`src/rtl/exc_entry_pkg.sv`:
```
package exc_entry_pkg;

    localparam logic [31:0] VEC_BOOT    = 32'hBFC0_0000;
    localparam logic [31:0] VEC_BEV_GEN = 32'hBFC0_0200;
    localparam logic [31:0] VEC_DEBUG   = 32'hBFC0_0480;

    localparam logic [31:0] OFF_DEFAULT   = 32'h0000_0180;
    localparam logic [31:0] OFF_INTVEC    = 32'h0000_0200;
    localparam logic [31:0] OFF_TLBREFILL = 32'h0000_0000;
    localparam logic [31:0] OFF_CERR_BOOT = 32'h0000_0100;
    localparam logic [31:0] OFF_CERR_RUN  = 32'h2000_0100;

    localparam int CODE_W = 5;

    typedef enum logic [4:0] {
        K_INT    = 5'd0,
        K_TLBMOD = 5'd1,
        K_TLBLD  = 5'd2,
        K_TLBST  = 5'd3,
        K_ADEL   = 5'd4,
        K_ADES   = 5'd5,
        K_IBUS   = 5'd6,
        K_DBUS   = 5'd7,
        K_SYS    = 5'd8,
        K_BRK    = 5'd9,
        K_RSVD   = 5'd10,
        K_CPU    = 5'd11,
        K_OVF    = 5'd12,
        K_TRAP   = 5'd13,
        K_FPE    = 5'd15,
        K_NMI    = 5'd24,
        K_SRST   = 5'd25,
        K_DSTEP  = 5'd26,
        K_DINT   = 5'd27,
        K_DBRK   = 5'd28,
        K_DDATA  = 5'd29,
        K_CACHE  = 5'd30
    } exc_kind_e;

    typedef enum logic [1:0] {
        CLS_NONE,
        CLS_GENERAL,
        CLS_ERROR,
        CLS_DEBUG
    } exc_class_e;

    typedef enum logic [1:0] {
        SEL_DEFAULT,
        SEL_INTVEC,
        SEL_REFILL,
        SEL_CACHE
    } vec_sel_e;

    typedef struct packed {
        exc_class_e        cls;
        logic [CODE_W-1:0] code;
        vec_sel_e          sel;
        logic              is_nmi;
        logic              is_srst;
    } exc_decode_t;

    function automatic logic [31:0] resume_pc(input logic [31:0] pc, input logic in_slot);
        return in_slot ? (pc - 32'd4) : pc;
    endfunction

endpackage

```
`src/rtl/exc_classify.sv`:
```
module exc_classify
    import exc_entry_pkg::*;
(
    input  logic [4:0]  kind_i,
    input  logic        dm_i,
    input  logic        iv_i,
    input  logic        refill_i,
    input  logic        exl_i,
    output exc_decode_t dec_o
);

    always_comb begin
        dec_o         = '0;
        dec_o.cls     = CLS_NONE;
        dec_o.sel     = SEL_DEFAULT;
        dec_o.code    = kind_i;
        case (exc_kind_e'(kind_i))
            K_INT: begin
                if (dm_i) begin
                    dec_o.cls = CLS_DEBUG;
                end else begin
                    dec_o.cls = CLS_GENERAL;
                    dec_o.sel = iv_i ? SEL_INTVEC : SEL_DEFAULT;
                end
            end
            K_TLBLD, K_TLBST: begin
                dec_o.cls = CLS_GENERAL;
                dec_o.sel = (refill_i && !exl_i) ? SEL_REFILL : SEL_DEFAULT;
            end
            K_TLBMOD, K_ADEL, K_ADES, K_IBUS, K_DBUS, K_SYS, K_BRK,
            K_RSVD, K_CPU, K_OVF, K_TRAP, K_FPE: begin
                dec_o.cls = CLS_GENERAL;
            end
            K_CACHE: begin
                dec_o.cls = CLS_GENERAL;
                dec_o.sel = SEL_CACHE;
            end
            K_NMI: begin
                dec_o.cls    = CLS_ERROR;
                dec_o.is_nmi = 1'b1;
            end
            K_SRST: begin
                dec_o.cls     = CLS_ERROR;
                dec_o.is_srst = 1'b1;
            end
            K_DSTEP, K_DINT, K_DBRK, K_DDATA: begin
                dec_o.cls = CLS_DEBUG;
            end
            default: begin
                dec_o.cls = CLS_NONE;
            end
        endcase
    end

endmodule

```
`src/rtl/exc_vector.sv`:
```
module exc_vector
    import exc_entry_pkg::*;
#(
    parameter int VEC_ALIGN = 10
) (
    input  exc_decode_t dec_i,
    input  logic        bev_i,
    input  logic [31:0] ebase_i,
    output logic [31:0] target_o
);

    localparam logic [31:0] ALIGN_MASK = (32'd1 << VEC_ALIGN) - 32'd1;

    logic [31:0] base;
    logic [31:0] offset;

    always_comb begin
        base = bev_i ? VEC_BEV_GEN : (ebase_i & ~ALIGN_MASK);
    end

    always_comb begin
        case (dec_i.sel)
            SEL_INTVEC: offset = OFF_INTVEC;
            SEL_REFILL: offset = OFF_TLBREFILL;
            SEL_CACHE:  offset = bev_i ? OFF_CERR_BOOT : OFF_CERR_RUN;
            default:    offset = OFF_DEFAULT;
        endcase
    end

    always_comb begin
        case (dec_i.cls)
            CLS_GENERAL: target_o = base + offset;
            CLS_ERROR:   target_o = VEC_BOOT;
            CLS_DEBUG:   target_o = VEC_DEBUG;
            default:     target_o = VEC_BOOT;
        endcase
    end

endmodule

```
`src/rtl/exc_state.sv`:
```
module exc_state
    import exc_entry_pkg::*;
(
    input  logic              clk,
    input  logic              rst,
    input  logic              req_i,
    input  exc_decode_t       dec_i,
    input  logic [31:0]       target_i,
    input  logic [31:0]       pc_i,
    input  logic              ds_i,
    input  logic              exl_i,
    input  logic              erl_i,
    input  logic              bev_i,
    input  logic              dm_i,
    input  logic              nmi_i,
    input  logic              sr_i,
    input  logic [1:0]        ksu_i,
    output logic [31:0]       pc_o,
    output logic [31:0]       epc_o,
    output logic [31:0]       errpc_o,
    output logic [31:0]       depc_o,
    output logic [CODE_W-1:0] code_o,
    output logic              bd_o,
    output logic              exl_o,
    output logic              erl_o,
    output logic              bev_o,
    output logic              nmi_o,
    output logic              sr_o,
    output logic [1:0]        ksu_o,
    output logic              dm_o
);

    logic        take;
    logic [31:0] back_pc;

    assign take    = req_i && (dec_i.cls != CLS_NONE);
    assign back_pc = resume_pc(pc_i, ds_i);

    always_ff @(posedge clk) begin
        if (rst) begin
            pc_o    <= VEC_BOOT;
            epc_o   <= '0;
            errpc_o <= '0;
            depc_o  <= '0;
            code_o  <= '0;
            bd_o    <= 1'b0;
            exl_o   <= 1'b0;
            erl_o   <= 1'b1;
            bev_o   <= 1'b1;
            nmi_o   <= 1'b0;
            sr_o    <= 1'b0;
            ksu_o   <= 2'b00;
            dm_o    <= 1'b0;
        end else begin
            exl_o <= exl_i;
            erl_o <= erl_i;
            bev_o <= bev_i;
            nmi_o <= nmi_i;
            sr_o  <= sr_i;
            ksu_o <= ksu_i;
            dm_o  <= dm_i;
            if (take) begin
                pc_o  <= target_i;
                ksu_o <= 2'b00;
                case (dec_i.cls)
                    CLS_GENERAL: begin
                        code_o <= dec_i.code;
                        if (!exl_i) begin
                            epc_o <= back_pc;
                            bd_o  <= ds_i;
                            exl_o <= 1'b1;
                        end
                    end
                    CLS_ERROR: begin
                        errpc_o <= back_pc;
                        erl_o   <= 1'b1;
                        bev_o   <= 1'b1;
                        if (dec_i.is_nmi)  nmi_o <= 1'b1;
                        if (dec_i.is_srst) sr_o  <= 1'b1;
                    end
                    CLS_DEBUG: begin
                        depc_o <= back_pc;
                        dm_o   <= 1'b1;
                    end
                    default: begin
                    end
                endcase
            end
        end
    end

endmodule

```
`src/rtl/exc_entry_unit.sv`:
```
module exc_entry_unit
    import exc_entry_pkg::*;
#(
    parameter int VEC_ALIGN = 10
) (
    input  logic        clk,
    input  logic        rst,
    input  logic        req_i,
    input  logic [4:0]  kind_i,
    input  logic [31:0] pc_i,
    input  logic        ds_i,
    input  logic        refill_i,
    input  logic [31:0] ebase_i,
    input  logic        exl_i,
    input  logic        erl_i,
    input  logic        bev_i,
    input  logic        iv_i,
    input  logic        dm_i,
    input  logic        nmi_i,
    input  logic        sr_i,
    input  logic [1:0]  ksu_i,
    output logic [31:0] pc_o,
    output logic [31:0] epc_o,
    output logic [31:0] errpc_o,
    output logic [31:0] depc_o,
    output logic [4:0]  code_o,
    output logic        bd_o,
    output logic        exl_o,
    output logic        erl_o,
    output logic        bev_o,
    output logic        nmi_o,
    output logic        sr_o,
    output logic [1:0]  ksu_o,
    output logic        dm_o
);

    exc_decode_t dec;
    logic [31:0] target;

    exc_classify u_classify (
        .kind_i   (kind_i),
        .dm_i     (dm_i),
        .iv_i     (iv_i),
        .refill_i (refill_i),
        .exl_i    (exl_i),
        .dec_o    (dec)
    );

    exc_vector #(.VEC_ALIGN(VEC_ALIGN)) u_vector (
        .dec_i    (dec),
        .bev_i    (bev_i),
        .ebase_i  (ebase_i),
        .target_o (target)
    );

    exc_state u_state (
        .clk      (clk),
        .rst      (rst),
        .req_i    (req_i),
        .dec_i    (dec),
        .target_i (target),
        .pc_i     (pc_i),
        .ds_i     (ds_i),
        .exl_i    (exl_i),
        .erl_i    (erl_i),
        .bev_i    (bev_i),
        .dm_i     (dm_i),
        .nmi_i    (nmi_i),
        .sr_i     (sr_i),
        .ksu_i    (ksu_i),
        .pc_o     (pc_o),
        .epc_o    (epc_o),
        .errpc_o  (errpc_o),
        .depc_o   (depc_o),
        .code_o   (code_o),
        .bd_o     (bd_o),
        .exl_o    (exl_o),
        .erl_o    (erl_o),
        .bev_o    (bev_o),
        .nmi_o    (nmi_o),
        .sr_o     (sr_o),
        .ksu_o    (ksu_o),
        .dm_o     (dm_o)
    );

endmodule

```
`config.mk`:
```
export PLATFORM = sky130hd
export DESIGN_NAME = exc_entry_unit
export DESIGN_NICKNAME = d
export VERILOG_FILES = /design/src/rtl/exc_entry_pkg.sv /design/src/rtl/exc_classify.sv /design/src/rtl/exc_vector.sv /design/src/rtl/exc_state.sv /design/src/rtl/exc_entry_unit.sv
export SDC_FILE = /design/constraint.sdc
export NUM_CORES = 1
export LEC_CHECK = 0
export ABC_CLOCK_PERIOD_IN_PS = 3800
export BUFFER_PORTS_ARGS = -buffer_cell sky130_fd_sc_hd__clkbuf_2
export CAP_MARGIN = 0
export CORE_MARGIN = 2
export CORE_UTILIZATION = 35
export DETAILED_ROUTE_END_ITERATION = 16
export GPL_TIMING_DRIVEN = 0
export PLACE_DENSITY = 0.63
export SYNTH_ARGS = -nofsm -noshare
export SYNTH_HDL_FRONTEND = slang
export SYNTH_SLANG_ARGS = --single-unit
```
`constraint.sdc`:
```
create_clock -name clk -period 3.8 [get_ports clk]
set_clock_uncertainty 0.2 [all_clocks]
set_input_delay 0.76 -clock clk [delete_from_list [all_inputs] [get_ports clk]]
set_output_delay 0.76 -clock clk [all_outputs]
set_load 0.005 [all_outputs]
```
* After elaboration in Yosys (flattened, before gate mapping) *
Index checks and enable logic that the tools add are counted.

word-level totals
  bits in registers = 142
  output and inout bits = 142
  word-level logic and storage cells = 84

cells by class
  add/subtract/negate cells = 2
  equal/unequal tests = 27
  muxes and demuxes = 27
  bitwise logic cells = 1
  reductions and logical operators = 14

operator list
  cell                     number
  $pmux W32 S3             1
  $mux W32                 2
  $pmux W32 S2             1
  $eq A5 B4 Y1 const B     7
  $eq A5 B5 Y1 const B     7
  $add A32 B32 Y32         1
  $sub A32 B3 Y32 const B  1
  $mux W30                 1
  $eq A5 B3 Y1 const B     4
  $mux W1                  17
  $reduce_or A15 Y1        1
  $eq A5 B2 Y1 const B     2
  $eq A2 B2 Y1 const B     4
  $pmux W2 S4              1
  $mux W2                  3
  $pmux W2 S3              1
  $reduce_and A2 Y1        3
  $reduce_or A2 Y1         3
  $eq A5 B1 Y1 const B     1
  $logic_not A5 Y1         1
  $eq A2 B1 Y1 const B     2
  $reduce_or A4 Y1         1
  $reduce_and A3 Y1        1
  $logic_and A1 B1 Y1      2
  3 further kinds          3

* Logic depth before layout (Yosys ltp) *
  depth in word-level cells = 8
  mapped depth = 14

* Hierarchy *
A second synthesis with hierarchy kept.

second synthesis, totals
  cell total of the unflattened synthesis = 739
  area, all modules = 6,377.4 um^2

modules (own cells, without submodules)
  module        times used  cells an instance  area each (um^2)
  exc_state     1           608                5,490.3
  exc_vector    1           107                735.7
  exc_classify  1           24                 151.4

* Worst setup path before layout *
No wires, ideal clock.

  path type = in2reg
  from = input kind_i[4]
  to = register u_state.pc_o[31]
  library setup time = 0.142 ns
  arrival time = 3.346 ns
  data required time = 3.458 ns
  path slack = 0.112 ns
  stages on the path = 14
  cell sequence = clkbuf_1 -> nor4_2 -> nand3b_1 -> nand2_1 -> nand2_1 -> inv_1 -> ha_1 -> ha_1 -> nand4_1 -> or4_1 -> buf_2 -> o41ai_2 -> xnor2_1 -> a21oi_1

on the way
  word-level cells in the longest chain between the ends = 7
  elaborated cells on any way between the ends = 38
  classes of those cells = add/sub (1); eq/ne (26); mux (4); reduce/logical (7)

ends and longest elaborated chain
  item                                                 line                 source
  start: declaration                                   exc_entry_unit.sv:9  input logic [4:0] kind_i,
  $eq A5 B2 Y1                                         exc_classify.sv:17   case (exc_kind_e'(kind_i))
  $reduce_or A2 Y1                                     exc_classify.sv:17
  $pmux W2 S3                                          exc_classify.sv:17
  $eq A2 B2 Y1 / $eq A2 B1 Y1 (equally long branches)  exc_vector.sv:22     case (dec_i.sel)
  $pmux W32 S3                                         exc_vector.sv:22
  $add A32 B32 Y32                                     exc_vector.sv:32     CLS_GENERAL: target_o = base + offset;
  $pmux W32 S2                                         exc_vector.sv:31     case (dec_i.cls)
  end signal: assignment                               exc_state.sv:63      pc_o <= target_i;
  end: declaration                                     exc_state.sv:18      output logic [31:0] pc_o,

Several ways; a longest one is shown, not always the timed one.
A chain may end at the register's enable or synchronous reset.

* Worst setup path in the final report *
  from = input kind_i[3]
  to = register u_state.pc_o[31]

Same word-level chain as after synthesis.

==> out/results.ini <==
[status]
status=finished clean

[global_route]
grt_util_met1_pct=27.91
overflow=0
grt_use_met2_pct=34.48
track_usage_pct=21.42
use_met3_pct=5.061
antenna_found_initial=0
grt_pass1_wl_mm=29.59
grt_max_degree=17
top_usage_layer=met2
grt_pass1_vias=5440

[logic_synthesis]
yosys.area.top_type=dfxtp_1
synthCells=655
ys_warn_count=0
synth_cell_type_count=60
synth_edf_count=0
synth_ff_type=dfxtp_1
synthArstFlopShare_pct=0
synth.top_cell.area_share_pct=46.06
syn_area_sq_mm=0.005868
synth-seq-cells=135
synth_area_leaders=dfxtp_1, nor2_1, a211oi_1
synth_area_per_cell_sq_um=8.959
seq_area_frac_synth_pct=46.06

[clock_tree]
cts_tree=done
clockBufferDepth=2
cts_sinks=135
cts_buffers=17
cts_root_buffer=clkbuf_16
path_clk_slew_ns=0.06
hold_buffers=0
clock_latency_ns=0.41
cts_htree_levels=4

[power_and_ir_drop]
p_leak_nw=3.186
pwr_density_cell_mw_per_mm2=451.3
ir_worst_vdd_v=0.0003046
power_mw=3.501

[sta]
worst_pin_slew_ns=0.8424
fin_crit_sh_pct=92.69
rsz0062_at_grt=no
fin_crit_ns=3.522
setup_violations=0
hold_violations=0
max_slew_margin_pct=43.84
finalWorstSetupSlack_ns=0.2778
max_freq_mhz=283.9
final-max-slew-violation-count=0
setup_tns_ns=0

[drt]
dr.pass1.iters=5
drc=0
via_count=5657
wire_per_inst_microns=16.91
initialDrtViolationCount=378
ant_nets=0
drt-vias-per-instance=5.083
wl_mm=18.82

[die]
num_rows=47
boundaryPins=225
die_w_microns=133.5
die_y_microns=133.5
coreArea_sq_mm=0.01647
die_area_sq_mm=0.01782
start_util_pct=35.64

[setup_path]
cp_slowest_cell=or4_1
worstRegToRegCells=2
start_kind=input port
rr_startpoint=u_state.depc_o[21]
worstPathCellList=clkbuf_2, nor4_4, nand3b_1, nand2_1, nand2_1, inv_1, ha_1, ha_1, nand4_1, or4_1, buf_2, o41ai_2, xnor2_1, a21oi_1
cp.required_ns=3.87
r2r-end=u_state.depc_o[21]
crit_buf_inv=3
cp_top_family=simple AND/OR/NAND/NOR gates
worstPathArrival_ns=3.59
max_stage_delay_ns=0.57
crit_cells=14
path_class=input port to flop
cp-startpoint=kind_i[3]
worstPathMaxFanout=8
reg2reg_slack_ns=2.85
endpoint=u_state.pc_o[31]
crit_path_end_kind=flop

[placement]
port_buffers=203
dpl.hpwl_mm=14.27
place.gp.congestion=0.8247
placed_cell_area_sq_mm=0.007182
place_ws_ns=-0.3438

[finish]
antenna_cells=0
multi_input_area_sq_mm=0.002910
nFillCells=1672
area_growth_pct=32.17
nNetsFinal=971
drive_above_1_share_pct=31.58
final_cell_area_sq_mm=0.007756
seq_area_sq_mm=0.002703

[flow_run]
cap_violations=0

[worst_hold_path]
worstHoldPathType=flop to flop

==> registers in the layout (all words and copies together) (netlist names) <==
register,flops
u_state.sr_o,1
u_state.bev_o,1
u_state.code_o,5
u_state.dm_o,1
u_state.erl_o,1
u_state.depc_o,32
u_state.epc_o,32
u_state.pc_o,25
u_state.nmi_o,1
u_state.ksu_o,2
u_state.bd_o,1
u_state.exl_o,1
u_state.errpc_o,32
==> worst register-to-register path: stages (launching register included) <==
cell	delay (ns)
dfxtp_1	0.31
o21ai_0	0.22
a21oi_1	0.07
==> repair_timing <==
item,4_1_cts,5_1_grt
setup buffers,0,0
resized for setup,0,1
setup endpoints to repair,0,5
==> worst min-delay path by stage <==
| stage | endpoint | slack, ns | depth (start not counted) | start |
|---|---|---|---|---|
| after floorplan | u_state.pc_o[16] | 0.24 | 2 | u_state.pc_o[16] |
| final | u_state.pc_o[20] | 0.25 | 2 | u_state.pc_o[20] |
| after global placement | u_state.pc_o[20] | 0.23 | 2 | u_state.pc_o[20] |
| after global routing | u_state.pc_o[17] | 0.27 | 2 | u_state.pc_o[17] |
| after CTS | u_state.pc_o[16] | 0.25 | 2 | u_state.pc_o[16] |
| after detailed placement | u_state.pc_o[16] | 0.24 | 2 | u_state.pc_o[16] |
==> layer usage <==
layer	wire (microns)	part of all wire [%]	vias to the layer above
met1	8507	45	2627
met4	416	2.2	0
met5	0	0	-
met3	1114	5.9	26
li1	-	-	2803
met2	8782	47	201
==> power breakdown <==
group	leakage (nW)	internal [mW]	switching, mW
Sequential	1.10	1.48	0.0332
Clock	0.266	0.973	0.618
Combinational	1.82	0.160	0.237
Total	3.19	2.61	0.888
==> metrics by stage <==
step           hold slack, ns  cells  utilization (%)
2_1_floorplan          0.2419    661                -
3_3_place_gp           0.2344   1084            43.62
3_5_place_dp           0.2432   1084            43.62
4_1_cts                0.2511   1114            47.07
5_1_grt                0.2686   1113            47.10
6_report               0.2457   1113            47.10
==> cell families after synthesis <==
| logic type | share of synthesized area (%) |
|---|---|
| AOI/OAI and AO/OA | 20.15 |
| xor gates and xnor gates | 5.970 |
| adders and majority gates | 1.279 |
| buffers and inverters | 4.883 |
| DFF | 46.06 |
| muxes | 1.365 |
| other | 0.06390 |
| and+or+nand+nor | 20.23 |
==> cell type report <==
cell class / count / area share, %
Buffer: 50 / 3.162
Clock buffer: 18 / 5.662
Clock inverter: 12 / 1.678
Inverter: 10 / 0.4839
Multi-Input combinational cell: 465 / 37.52
Sequential cell: 135 / 34.84
Tap cell: 220 / 3.549
Timing Repair Buffer: 203 / 13.10
==> Yosys cell counts (all sizes together), types with 3 or more instances <==
library cell,number
mux2i,8
a211oi,59
buf,24
nor2,99
dfxtp,135
xor2,9
nor3,17
clkbuf,27
a31oi,3
nor2b,3
nand2,42
a21oi,48
xnor2,31
nand2b,4
nand3,10
a21o,3
nand3b,3
o21ai,34
nor4,19
ha,6
nand4,7
a22o,8
nor4b,4
nor3b,3
or2,3
or3,5
inv,10
==> placed cells by master, fill, tap and decap left out, types with 13 or more instances in the layout <==
| master | instances |
|---|---|
| clkbuf_1 | 26 |
| xnor2_1 | 31 |
| nor4_1 | 15 |
| a211oi_1 | 49 |
| o21ai_0 | 24 |
| buf_2 | 13 |
| dfxtp_1 | 135 |
| clkbuf_2 | 203 |
| nand2_1 | 42 |
| a21oi_1 | 48 |
| clkbuf_16 | 17 |
| nor3_1 | 15 |
| nor2_1 | 99 |
(Power assumes the default switching activity.)
